### src/rtl/exc_ctrl_pkg.sv
package exc_ctrl_pkg;
  localparam int XLEN      = 32;
  localparam int IRQ_N     = 8;
  localparam int SEL_W     = 5;
  localparam int CODE_W    = 5;

  localparam logic [SEL_W-1:0] SEL_STATUS = 5'd12;
  localparam logic [SEL_W-1:0] SEL_CAUSE  = 5'd13;
  localparam logic [SEL_W-1:0] SEL_EPC    = 5'd14;

  // status bit positions
  localparam int ST_IE  = 0;
  localparam int ST_EXL = 1;
  localparam int ST_ERL = 2;
  localparam int ST_UM  = 4;
  localparam int ST_IM  = 8;
  // cause bit positions
  localparam int CA_CODE = 2;
  localparam int CA_PI   = 8;
  localparam int CA_BD   = 31;

  typedef enum logic [CODE_W-1:0] {
    CODE_IRQ         = 5'd0,
    CODE_LOAD_ALIGN  = 5'd4,
    CODE_STORE_ALIGN = 5'd5,
    CODE_FETCH_BUS   = 5'd6,
    CODE_DATA_BUS    = 5'd7,
    CODE_SYSCALL     = 5'd8,
    CODE_BREAK       = 5'd9,
    CODE_BAD_OP      = 5'd10,
    CODE_COP_OFF     = 5'd11,
    CODE_OVERFLOW    = 5'd12,
    CODE_TRAP        = 5'd13,
    CODE_FPU         = 5'd15
  } exc_code_e;

  typedef struct packed {
    logic [IRQ_N-1:0] im;
    logic             um;
    logic             erl;
    logic             exl;
    logic             ie;
  } status_t;
endpackage

### src/rtl/exc_rst_sync.sv
module exc_rst_sync #(
  parameter int STAGES = 2
) (
  input  logic clk,
  input  logic arst_n,
  output logic srst_n
);
  logic [STAGES-1:0] sync_q;

  always_ff @(posedge clk or negedge arst_n) begin
    if (!arst_n) sync_q <= '0;
    else         sync_q <= {sync_q[STAGES-2:0], 1'b1};
  end

  assign srst_n = sync_q[STAGES-1];
endmodule

### src/rtl/exc_status_reg.sv
module exc_status_reg
  import exc_ctrl_pkg::*;
(
  input  logic            clk,
  input  logic            rst_n,
  input  logic            wr_en,
  input  logic [XLEN-1:0] wr_data,
  input  logic            commit,
  input  logic            eret,
  output status_t         status
);
  status_t st_d, st_q;
  logic    st_en;

  assign st_en = wr_en | commit | eret;

  always_comb begin
    st_d = st_q;
    if (wr_en) begin
      st_d.im  = wr_data[ST_IM +: IRQ_N];
      st_d.um  = wr_data[ST_UM];
      st_d.erl = wr_data[ST_ERL];
      st_d.exl = wr_data[ST_EXL];
      st_d.ie  = wr_data[ST_IE];
    end
    if (eret)   st_d.exl = 1'b0;
    if (commit) st_d.exl = 1'b1;
  end

  always_ff @(posedge clk or negedge rst_n) begin
    if (!rst_n)     st_q <= '0;
    else if (st_en) st_q <= st_d;
  end

  assign status = st_q;

  assert_exl_set_R4: assert property (@(posedge clk) disable iff (!rst_n)
    commit |=> status.exl);
  assert_eret_clears_R6: assert property (@(posedge clk) disable iff (!rst_n)
    (eret && !commit) |=> !status.exl);
  assert_status_hold_R2: assert property (@(posedge clk) disable iff (!rst_n)
    (!wr_en && !commit && !eret) |=> $stable(status));
endmodule

### src/rtl/exc_cause_epc.sv
module exc_cause_epc
  import exc_ctrl_pkg::*;
#(
  parameter int SLOT_OFFSET = 4
) (
  input  logic              clk,
  input  logic              rst_n,
  input  logic              epc_wr,
  input  logic [XLEN-1:0]   wr_data,
  input  logic              commit,
  input  logic [CODE_W-1:0] code,
  input  logic [XLEN-1:0]   pc,
  input  logic              in_slot,
  input  logic [IRQ_N-1:0]  irq_lines,
  output logic              bd,
  output logic [CODE_W-1:0] code_q,
  output logic [IRQ_N-1:0]  pi,
  output logic [XLEN-1:0]   epc
);
  logic [XLEN-1:0]   epc_d, epc_q;
  logic              epc_en;
  logic              bd_q;
  logic [CODE_W-1:0] cq;
  logic [IRQ_N-1:0]  pi_q;

  assign epc_en = commit | epc_wr;

  always_comb begin
    if (commit) epc_d = in_slot ? (pc - XLEN'(SLOT_OFFSET)) : pc;
    else        epc_d = wr_data;
  end

  always_ff @(posedge clk or negedge rst_n) begin
    if (!rst_n)      epc_q <= '0;
    else if (epc_en) epc_q <= epc_d;
  end

  always_ff @(posedge clk or negedge rst_n) begin
    if (!rst_n) begin
      bd_q <= 1'b0;
      cq   <= '0;
    end else if (commit) begin
      bd_q <= in_slot;
      cq   <= code;
    end
  end

  always_ff @(posedge clk or negedge rst_n) begin
    if (!rst_n) pi_q <= '0;
    else        pi_q <= irq_lines;
  end

  assign bd     = bd_q;
  assign code_q = cq;
  assign pi     = pi_q;
  assign epc    = epc_q;

  assert_pi_tracks_R8: assert property (@(posedge clk) disable iff (!rst_n)
    1'b1 |=> pi == $past(irq_lines));
  assert_bd_flag_R5: assert property (@(posedge clk) disable iff (!rst_n)
    commit |=> bd == $past(in_slot));
  assert_slot_rewind_R5: assert property (@(posedge clk) disable iff (!rst_n)
    (commit && in_slot) |=> epc == $past(pc) - XLEN'(SLOT_OFFSET));
  assert_code_store_R4: assert property (@(posedge clk) disable iff (!rst_n)
    commit |=> code_q == $past(code));
endmodule

### src/rtl/exc_irq_qual.sv
module exc_irq_qual
  import exc_ctrl_pkg::*;
(
  input  logic [IRQ_N-1:0] pi,
  input  status_t          status,
  output logic             irq_pending
);
  logic [IRQ_N-1:0] hit;

  for (genvar i = 0; i < IRQ_N; i++) begin : g_line
    assign hit[i] = pi[i] & ~status.im[i];
  end

  assign irq_pending = (|hit) & status.ie & ~status.exl & ~status.erl;
endmodule

### src/rtl/exc_ctrl_unit.sv
module exc_ctrl_unit
  import exc_ctrl_pkg::*;
#(
  parameter logic [31:0] HANDLER_ADDR = 32'h8000_0180,
  parameter int          SLOT_OFFSET  = 4
) (
  input  logic        clk,
  input  logic        rst_n,
  input  logic [4:0]  rd_sel,
  output logic [31:0] rd_data,
  input  logic        wr_en,
  input  logic [4:0]  wr_sel,
  input  logic [31:0] wr_data,
  input  logic        exc_commit,
  input  logic [4:0]  exc_code,
  input  logic [31:0] exc_pc,
  input  logic        exc_in_slot,
  input  logic        eret,
  input  logic [7:0]  irq_lines,
  output logic [31:0] handler_addr,
  output logic [31:0] return_addr,
  output logic        kernel_mode,
  output logic        irq_pending
);
  logic              srst_n;
  status_t           status;
  logic              bd;
  logic [CODE_W-1:0] code_q;
  logic [IRQ_N-1:0]  pi;
  logic [XLEN-1:0]   epc;
  logic              st_wr, epc_wr;

  assign st_wr  = wr_en && (wr_sel == SEL_STATUS);
  assign epc_wr = wr_en && (wr_sel == SEL_EPC);

  exc_rst_sync #(.STAGES(2)) u_rst (
    .clk(clk), .arst_n(rst_n), .srst_n(srst_n)
  );

  exc_status_reg u_status (
    .clk(clk), .rst_n(srst_n), .wr_en(st_wr), .wr_data(wr_data),
    .commit(exc_commit), .eret(eret), .status(status)
  );

  exc_cause_epc #(.SLOT_OFFSET(SLOT_OFFSET)) u_cause (
    .clk(clk), .rst_n(srst_n), .epc_wr(epc_wr), .wr_data(wr_data),
    .commit(exc_commit), .code(exc_code), .pc(exc_pc), .in_slot(exc_in_slot),
    .irq_lines(irq_lines), .bd(bd), .code_q(code_q), .pi(pi), .epc(epc)
  );

  exc_irq_qual u_irq (
    .pi(pi), .status(status), .irq_pending(irq_pending)
  );

  always_comb begin
    rd_data = '0;
    case (rd_sel)
      SEL_STATUS: begin
        rd_data[ST_IM +: IRQ_N] = status.im;
        rd_data[ST_UM]          = status.um;
        rd_data[ST_ERL]         = status.erl;
        rd_data[ST_EXL]         = status.exl;
        rd_data[ST_IE]          = status.ie;
      end
      SEL_CAUSE: begin
        rd_data[CA_BD]              = bd;
        rd_data[CA_PI +: IRQ_N]     = pi;
        rd_data[CA_CODE +: CODE_W]  = code_q;
      end
      SEL_EPC: rd_data = epc;
      default: rd_data = '0;
    endcase
  end

  assign handler_addr = HANDLER_ADDR;
  assign return_addr  = epc;
  assign kernel_mode  = ~status.um | status.exl | status.erl;

  assert_irq_gated_R9: assert property (@(posedge clk) disable iff (!srst_n)
    irq_pending |-> (status.ie && !status.exl && !status.erl && (pi != '0)));
  assert_commit_kernel_R3: assert property (@(posedge clk) disable iff (!srst_n)
    exc_commit |=> kernel_mode);
endmodule

### config.mk
export PLATFORM = sky130hd
export DESIGN_NAME = exc_ctrl_unit
export DESIGN_NICKNAME = d
export VERILOG_FILES = /design/src/rtl/exc_ctrl_pkg.sv /design/src/rtl/exc_rst_sync.sv /design/src/rtl/exc_status_reg.sv /design/src/rtl/exc_cause_epc.sv /design/src/rtl/exc_irq_qual.sv /design/src/rtl/exc_ctrl_unit.sv
export SDC_FILE = /design/constraint.sdc
export NUM_CORES = 1
export LEC_CHECK = 0
export ABC_AREA = 0
export BUFFER_PORTS_ARGS = -buffer_cell sky130_fd_sc_hd__clkbuf_2
export CAP_MARGIN = 20
export CORE_MARGIN = 5
export CORE_UTILIZATION = 25
export CTS_CLUSTER_DIAMETER = 120
export DETAILED_ROUTE_END_ITERATION = 6
export SETUP_SLACK_MARGIN = 0.3
export SYNTH_ARGS = -nofsm -noshare
export SYNTH_HDL_FRONTEND = slang
export SYNTH_SLANG_ARGS = --single-unit
### constraint.sdc
create_clock -name clk -period 6 [get_ports clk]
set_clock_uncertainty 0.15 [all_clocks]
set_input_delay 1.2 -clock clk [delete_from_list [all_inputs] [get_ports clk]]
set_output_delay 1.2 -clock clk [all_outputs]
set_load 0.01 [all_outputs]
=== Word level (Yosys, flattened, before mapping) ===
Index checks and enable logic that the tools add are counted.
Widths: inputs -> output; s select.

* Register bits after elaboration: 60
* Input bits: 93
* Output and inout port bits: 98
* Word-level logic and storage cells: 63

* Add/subtract/negate cells: 1
* Equal/unequal tests: 5
* Multiplexer cells: 14
* Bitwise operators: 27
* Reductions and logical operators: 6

{| class="wikitable"
|+ Operators with widths
! cell !! count
|-
| $mux 32 || 2
|-
| $sub 32x3->32 const B || 1
|-
| $eq 5x4->1 const B || 5
|-
| $pmux 8 s3 || 1
|-
| $mux 15 || 1
|-
| $and 1x1->1 || 11
|-
| $not 1->1 || 11
|-
| $pmux 2 s2 || 2
|-
| $reduce_or 8->1 || 1
|-
| $pmux 1 s3 || 2
|-
| $or 1x1->1 || 5
|-
| $pmux 1 s2 || 2
|-
| $reduce_and 2->1 || 2
|-
| $mux 1 || 3
|-
| $reduce_bool 3->1 || 1
|-
| $logic_and 1x1->1 || 2
|-
| $mux 2 || 1
|}

=== Logic depth before layout (Yosys ltp) ===
Gate-level depths: netlist of the first run.

* Word-level depth: 6
* Depth in mapped cells: 7
* Mapped depth without buffers: 6

=== Hierarchy ===
Synthesis of the first run repeated with hierarchy kept, for this count alone.

* Cells, all modules: 421
* Area total of the unflattened synthesis: 4,002.6 um2

{| class="wikitable"
|+ By module, submodules not included
! module !! instances !! cells each !! area each (um2) !! seq. area each (um2)
|-
| exc_cause_epc || 1 || 258 || 2,544.9 || 1,151.1
|-
| exc_ctrl_unit || 1 || 121 || 875.8 || 0.0
|-
| exc_status_reg || 1 || 26 || 452.9 || 300.3
|-
| exc_irq_qual || 1 || 13 || 75.1 || 0.0
|-
| exc_rst_sync || 1 || 3 || 53.8 || 50.0
|}

=== Worst setup path before layout of the first run ===
No wires, ideal clock.

* Kind: in2out
* Start point: input rd_sel[0]
* End point: output rd_data[10]
* Arrival time: 2.295 ns
* Required time: 4.650 ns
* Path slack: 2.355 ns
* Stages: 5
* Path buffers: 2
* Cells stage by stage: clkbuf_1 nor3b_1 clkbuf_1 nand2_1 o21ai_0

* Longest elaborated chain between the ends: 2
* Elaborated cells between the ends (all ways): 4
* Those cells by class: 3 x eq/ne; 1 x mux

{| class="wikitable"
|+ Ends and longest elaborated chain
! element !! RTL line !! source
|-
| from (decl) || exc_ctrl_unit.sv:9 || <nowiki>input logic [4:0] rd_sel,</nowiki>
|-
| $eq 5x4->1 || exc_ctrl_unit.sv:57 || <nowiki>case (rd_sel)</nowiki>
|-
| $pmux 8 s3 * || exc_ctrl_unit.sv:57 ||
|-
| to (decl) || exc_ctrl_unit.sv:10 || <nowiki>output logic [31:0] rd_data,</nowiki>
|}

Every way passes the cells marked *; elsewhere a longest branch is shown, timed or not.

=== Final worst setup path of the first run ===
* Start point: input rd_sel[0]
* End point: output rd_data[15]

Same word-level chain as after synthesis.

==> metrics.md, run 1 <==
| Metric | Value |
|---|---|
| Status | complete, no violations |
| Share of the synthesized area in the top cell type | approximately two fifths |
| Post-synthesis sequential area ratio | 38.9% |
| Core area | ~0.015 sq mm |
| Synthesized area | between 0.003 and 0.004 sq mm |
| Setup TNS | 0 ps |
| # H-tree levels | 3 |
| Final net count | between 600 and 700 |
| Cell count of the worst hold path | 0 |
| PD cells | around 240 mW/mm^2 |
| CTS Buf Count | 9 |
| Reg clk slew, reported paths | approximately 60 ps |
| Worst vdd rail ir drop | between 0.1 and 0.15 mV |
| Initial Util | between 20% and 30% |
| Via density | between 4 and 5 |
| Async SR Flop Fraction | 100% |
| Worst hold path class | reg2reg |
| Req. time, crit path | 4650 ps |
| Slew Viols, Final | 0 |
| Worst Reg-to-Reg Cells | 3 |
| Gate Count Post-Synth | approximately 420 |
| Commonest register cell after synthesis | dfrtp_1 |
| Post-synth EDFFs | 0 |
| Final GP Congestion | 0.791 |
| Crit start category | primary input |
| Register area | 0.00150 sq mm |
| Clk Latency, worst-skew pair | roughly 330 ps |
| DRT iter0 DRCs | roughly 160 |
| Total of max-cap violations | 0 |
| Netlist cell types | between 40 and 50 |
| Hold_buf cts | 0 |
| Critical path peak fanout | 16 |
| CTS root buffer | clkbuf_16 |
| DRT Wirelength | between 10 and 15 mm |
| Ys Warns | 0 |
| CTS tree | yes |
| Clock Tree Buf Depth | 2 |
| Pre-antenna DRT Iters | 4 |
| Synth area leaders | dfrtp_1 (39%), buf_4 (6.2%), mux2i_1 (6.0%) |
| Post-CTS Resized | 0 |
| Wire per inst | about 18 um |
| Remaining Overflow, GRT | 0 |
| Achievable frequency | 267 MHz |
| Synth Register Bits | 60 |
| Fillers | around 1600 |
| Syn_area_per_cell | ~9.3 sq um |
| DRC viols | 0 |
| Routed vias | approximately 3700 |
| Measured slew at the worst slew-check pin | ~790 ps |
| Final Hold Viols | 0 |
| Reg2Reg Setup Slack | 4900 ps |
| Top Ports | 191 |
| Die Span X | roughly 130 um |
| Detail Route Antenna Nets | 0 |
| Final setup viols | 0 |
| Die area | 0.0180 sq mm |
| Min Hold Slack | about 200 ps |
| Vias in the first global route | ~3700 |
| Clock sink count | 60 |
| Most common cell after layout, fill and taps aside | clkbuf_2 |
| Critical path type | in2out |
| HPWL Detailed | about 10 mm |
| Worst setup EP type | output pin |
| Period utilization | 62.4% |
| Min Tclk post-route | roughly 3700 ps |
| Quantity of I/O buffers inserted on ports | 158 |
| Most frequent cells in the layout | clkbuf_2 (158), dfrtp_1 (59), conb_1 (33) |
| RSZ-0062 raised after global routing | no |
| Share of layout cells above drive strength 1 | between 30% and 40% |
| Area of the multi-input gates | ~0.0021 sq mm |
| Setup Fix Bufs, Post-CTS | 0 |
| Post-synth top area cell | dfrtp_1 |
| Largest net degree at the start of global routing | 70 |
| Num rows | 45 |
| Initial antenna violation count | 0 |
| Arr. time, crit path | roughly 2400 ps |
| Leakage | roughly 2.5 nW |
| Die height | approximately 130 um |
| Synth-to-Final Area Change | 30.2% |
| First-pass GRT wire length | roughly 21 mm |
| N_diodes | 0 |
| Total Routing Usage GR | between 10 and 15% |
| Max-slew headroom | between 40% and 50% |
==> state kept, by name, summed over array words and instances, names as in the netlist <==
| signal | flops |
|---|---|
| u_cause.bd | 1 |
| u_cause.pi | 8 |
| u_status.status | 12 |
| u_cause.epc | 32 |
| u_cause.code_q | 5 |
| u_rst.sync_q | 2 |
==> critical path, cell delays in order <==
cell and delay, ps:
clkbuf_2 320, nor3b_2 290, buf_4 270, nand2_1 70, o21ai_0 70, clkbuf_2 160
==> cell usage after synthesis (2+ instances only) <==
cell type  instances
a22o_1             2
inv_1             15
nand4_1            5
nand2_1           28
o311a_1            5
and2_1            16
o22ai_1            2
nor3_1             8
xor2_1             8
mux2i_1           23
dfrtp_1           60
a221oi_1           2
mux2_2            17
o31ai_1            7
buf_4             32
or3_1              5
xnor2_1            5
nand3_1            5
nor4_1            10
o21ai_0           19
nor2_1             8
a211oi_1          27
clkbuf_1          25
or4b_1             2
or4_1             12
a31oi_1            9
a21oi_1           13
conb_1             2
buf_1              4
and3_1            20
a32o_1             4
==> through the flow <==
stage               utilization, %  instance area, sq um  total power [W]  worst slack, ps  instances
finish                        33.1                  5030          0.00122             2260        756
global route                  33.1                  5030          0.00128             2160        756
CTS                           33.1                  5030          0.00124             2250        756
detailed placement            31.0                  4720         0.000697             2250        740
global placement              31.0                  4720         0.000694             2270        740
floorplan                        -                  3980         0.000610             2350        448
==> cells by family (layout without fill, tap and decap cells) <==
kind of cell | Yosys count | count (layout) | share of synthesized area, %
flip-flops | 60 | 60 | 38.9
XOR/XNOR | 13 | 13 | 2.95
other | 2 | 33 | 0.194
AO/OA/AOI/OAI | 93 | 93 | 16.5
buffers and inverters | 78 | 198 | 10.7
adder cells (fa/ha/maj) | 1 | 1 | 0.324
multiplexers | 40 | 40 | 10.9
AND/OR/NAND/NOR | 130 | 130 | 19.5
==> path summary, 6_finish.rpt <==
| kind | startpoint | to |
|---|---|---|
| min in group asynchronous | u_rst.sync_q[1]$_DFF_PN0_ | u_cause.pi[1]$_DFF_PN0_ |
| max reg2reg | u_cause.epc[31]$_DFFE_PN0P_ | u_cause.epc[31]$_DFFE_PN0P_ |
| min | u_rst.sync_q[0]$_DFF_PN0_ | u_rst.sync_q[1]$_DFF_PN0_ |
| max in group asynchronous | u_rst.sync_q[1]$_DFF_PN0_ | u_status.status[0]$_DFFE_PN0P_ |
| min reg2reg | u_rst.sync_q[0]$_DFF_PN0_ | u_rst.sync_q[1]$_DFF_PN0_ |
| max | rd_sel[0] | rd_data[15] |
==> where the power goes <==
part / internal (W) / switching (W) / leakage [nW]
clock network: 0.000335 / 0.000196 / 0.145
logic: 0.0000904 / 0.000115 / 1.61
registers: 0.000449 / 0.0000335 / 0.700
==> routing by layer <==
| metal | vias to the layer above | wire, um | GRT usage (%) |
|---|---|---|---|
| li1 | 1773 | - | - |
| met1 | 1743 | 5790 | 18.6 |
| met2 | 136 | 6320 | 23.7 |
| met3 | 8 | 1100 | 5.63 |
| met4 | 0 | 112 | 3.11 |
| met5 | - | 0 | 0 |
==> final cells by class <==
type / count / share of cell area, %
multi-input combinational: 310 / 41.1
sequential: 60 / 29.9
timing repair buffer: 166 / 16.9
clock buffer: 10 / 4.75
tap: 188 / 4.68
clock inverter: 6 / 1.42
inverter: 16 / 1.19
Power figures use the tool's default switching activity.
==> run 2, diff against run 1 <==
Settings changed: ABC_AREA 0 to 1.
Clock period 6 ns to 3.2 ns, I/O delays scaled along.
==> metrics.md, run 2 <==
| Metric | Value |
|---|---|
| Max-slew headroom | 44.5% (-2.5 points) |
| Final net count | 852 (+30%) |
| Min Tclk post-route | 2550 ps |
| Worst setup EP type | output pin |
| Fillers | 1820 (+12%) |
| Vias in the first global route | 4125 (+13%) |
| HPWL Detailed | 12.0 mm (+19%) |
| Worst path slowest cell | clkinv_1 |
| Most common cell after layout, fill and taps aside | nand2_1 |
| Post-synth top area cell | dfrtp_1 |
| Final Hold Viols | 0 (unchanged) |
| Crit start category | primary input |
| DRC viols | 0 (unchanged) |
| Top post-synthesis cells by count | nand2_1 (168), inv_1 (89), nor2_1 (65) |
| Most common cell in the netlist | nand2_1 |
| Routed vias | 4191 (+15%) |
| Final setup viols | 0 (unchanged) |
| CTS Buf Count | 9 (unchanged) |
| Total Routing Usage GR | 14.9% (+0.25 points) |
| CTS root buffer | clkbuf_16 |
| Num rows | 47 (+4.4%) |
| Status | complete, no violations |
| Post-route setup slack | 652 ps (-1600 ps) |
| Post-synth EDFFs | 0 (unchanged) |
| Critical-path cell list | clkbuf_2 -> nand2_1 -> nor2_1 -> nand3_1 -> clkinv_1 -> nand2_1 -> o221ai_1 -> clkbuf_2 |
| Wire per inst | 14.8 um (-16%) |
| Share of the synthesized area in the top cell type | 35.9% (-3.0 points) |
| Commonest register cell after synthesis | dfrtp_1 |
| Via density | 4.26 (-12%) |
| Worst hold path class | reg2reg |
| Core area | 0.0165 sq mm (+8.7%) |
| Quantity of I/O buffers inserted on ports | 158 (unchanged) |
| Critical path peak fanout | 9 (-7) |
| Post-synthesis sequential area ratio | 35.9% (-3.0 points) |
| Die height | 139 um (+3.8%) |
| Synth Register Bits | 60 (unchanged) |
| Clock sink count | 60 (unchanged) |
| PD cells | 409 mW/mm^2 (+69%) |
| Setup TNS | 0 ps (unchanged) |
| Slew Viols, Final | 0 (unchanged) |
| Syn_area_per_cell | 6.97 sq um (-25%) |
| Die Span X | 139 um (+3.8%) |
| CTS tree | yes |
| Internal power | 0.00151 W (+73%) |
| Final GP Congestion | 0.833 (+5.3%) |
| Netlist cell types | 39 (-19%) |
| Leakage | 2.98 nW (+21%) |
| Max reg flops | 32 (unchanged) |
| N_diodes | 0 (unchanged) |
| Initial antenna violation count | 0 (unchanged) |
| Post-layout util | 32.5% (-0.56 points) |
| Ys Warns | 0 (unchanged) |
| Clk Latency, worst-skew pair | 320 ps (about the same) |
| Critical path type | in2out |
| Pre-antenna DRT Iters | 4 (unchanged) |
| Total of max-cap violations | 0 (unchanged) |
| # H-tree levels | 3 (unchanged) |
| Period utilization | 79.6% |
| Setup Fix Bufs, Post-CTS | 0 (unchanged) |
| Die area | 0.0194 sq mm (+7.7%) |
| Arr. time, crit path | 1760 ps (-630 ps) |
| Achievable frequency | between 300 and 400 MHz |
| Remaining Overflow, GRT | 0 (unchanged) |
| Most frequent cells in the layout | nand2_1 (168), clkbuf_2 (158), inv_1 (89) |
| Gate Count Post-Synth | 600 (+44%) |
| Clock share of power | 39.7% (-3.9 points) |
| Largest net degree at the start of global routing | 37 (-47%) |
| RSZ-0062 raised after global routing | no |
| DRT Wirelength | 14.5 mm (+9.2%) |
| Clock Tree Buf Depth | 2 (unchanged) |
| Slowest stage delay, CP | 310 ps (about the same) |
| Worst vdd rail ir drop | 0.243 mV (+110%) |
| Psw | 0.000684 W (+99%) |
| Synthesized area | 0.00418 sq mm (+8.3%) |
| Synth-to-Final Area Change | 28.4% |
| Logic pwr share | 19.1% (+2.3 points) |
| Initial Util | 25.3% (-0.087 points) |
| Area of the multi-input gates | 0.00210 sq mm (+1.5%) |
| Measured slew at the worst slew-check pin | 833 ps (+39.3 ps) |
| Sw Ratio | 31.1% (+2.9 points) |
| Share of layout cells above drive strength 1 | 29.2% (-6.9 points) |
| Reg clk slew, reported paths | 50 ps (about the same) |
| Detail Route Antenna Nets | 0 (unchanged) |
| Pre-CTS WS | 640 ps (-1610 ps) |
| Hold_buf cts | 1 (+1) |
| First-pass GRT wire length | 23.0 mm (+12%) |
| DRT iter0 DRCs | 235 (+50%) |
| Top Ports | 191 (unchanged) |
| Synth area leaders | dfrtp_1 (36%), nand2_1 (15%), inv_1 (8.0%) |
| Reg power frac | 41.2% (+1.6 points) |
| Post-CTS Resized | 0 (unchanged) |
| Req. time, crit path | 2410 ps (-2240 ps) |
| Register area | 0.00150 sq mm (unchanged) |
| Async SR Flop Fraction | 100% (unchanged) |
[run 2: path summary, 6_finish.rpt]
check / end / cells past startpoint / from / slack, ps
max: rd_data[2] / 8 / rd_sel[3] / 650
min: u_rst.sync_q[1]$_DFF_PN0_ / 0 / u_rst.sync_q[0]$_DFF_PN0_ / 200
max reg2reg: u_cause.epc[5]$_DFFE_PN0P_ / 1 / u_rst.sync_q[1]$_DFF_PN0_ / 1850
min reg2reg: u_rst.sync_q[1]$_DFF_PN0_ / 0 / u_rst.sync_q[0]$_DFF_PN0_ / 200
max in group asynchronous: u_cause.epc[5]$_DFFE_PN0P_ / 1 / u_rst.sync_q[1]$_DFF_PN0_ / 1850
min in group asynchronous: u_cause.epc[17]$_DFFE_PN0P_ / 0 / u_rst.sync_q[1]$_DFF_PN0_ / 220
[run 2: layout make-up]
cell class                      instances  area share, %
Multi-Input combinational cell        423           39.1
Sequential cell                        60           28.0
Timing Repair Buffer                  166           15.9
Inverter                               98           6.94
Tap cell                              220           5.12
Clock buffer                            9           4.19
Clock inverter                          7          0.815
[run 2: per-stage QoR]
step	hold slack, ps	instance area, sq um	power [W]	cells
detailed placement	189	5090	0.00134	966
global route	217	5370	0.00233	983
finish	199	5370	0.00220	983
floorplan	181	4300	0.00117	631
CTS	200	5370	0.00222	983
global placement	185	5090	0.00133	966
[run 2: logic make-up (layout without fill, tap and decap cells)]
| kind of cell | after synthesis | count (layout) | synth area share, % |
|---|---|---|---|
| AND/OR/NAND/NOR | 304 | 304 | 33.7 |
| buffers and inverters | 148 | 280 | 16.7 |
| AO/OA/AOI/OAI | 76 | 76 | 11.3 |
| flip-flops | 60 | 60 | 35.9 |
| XOR/XNOR | 9 | 9 | 1.88 |
| other | 2 | 33 | 0.179 |
| adder cells (fa/ha/maj) | 1 | 1 | 0.299 |
[run 2: critical path: cells and delay by family]
kind,cells,cell delay (ps)
buffers and inverters,3,540
AND/OR/NAND/NOR,4,460
AO/OA/AOI/OAI,1,120
[run 2: power by group through the flow]
stage | Sequential [W] | Clock (W) | Combinational [W]
floorplan | 0.000923 | 0 | 0.000243
global placement | 0.000917 | 0 | 0.000418
detailed placement | 0.000919 | 0 | 0.000421
CTS | 0.000906 | 0.000892 | 0.000425
global route | 0.000918 | 0.000934 | 0.000473
finish | 0.000905 | 0.000873 | 0.000420
[run 2: metal layers]
layer | up-vias | share of wire (%) | GRT usage, %
met5 | - | 0 | 0
met4 | 0 | 0.80 | 3.24
met3 | 7 | 7.5 | 4.39
met2 | 116 | 48 | 24.6
met1 | 1934 | 44 | 19.3
li1 | 2134 | - | -
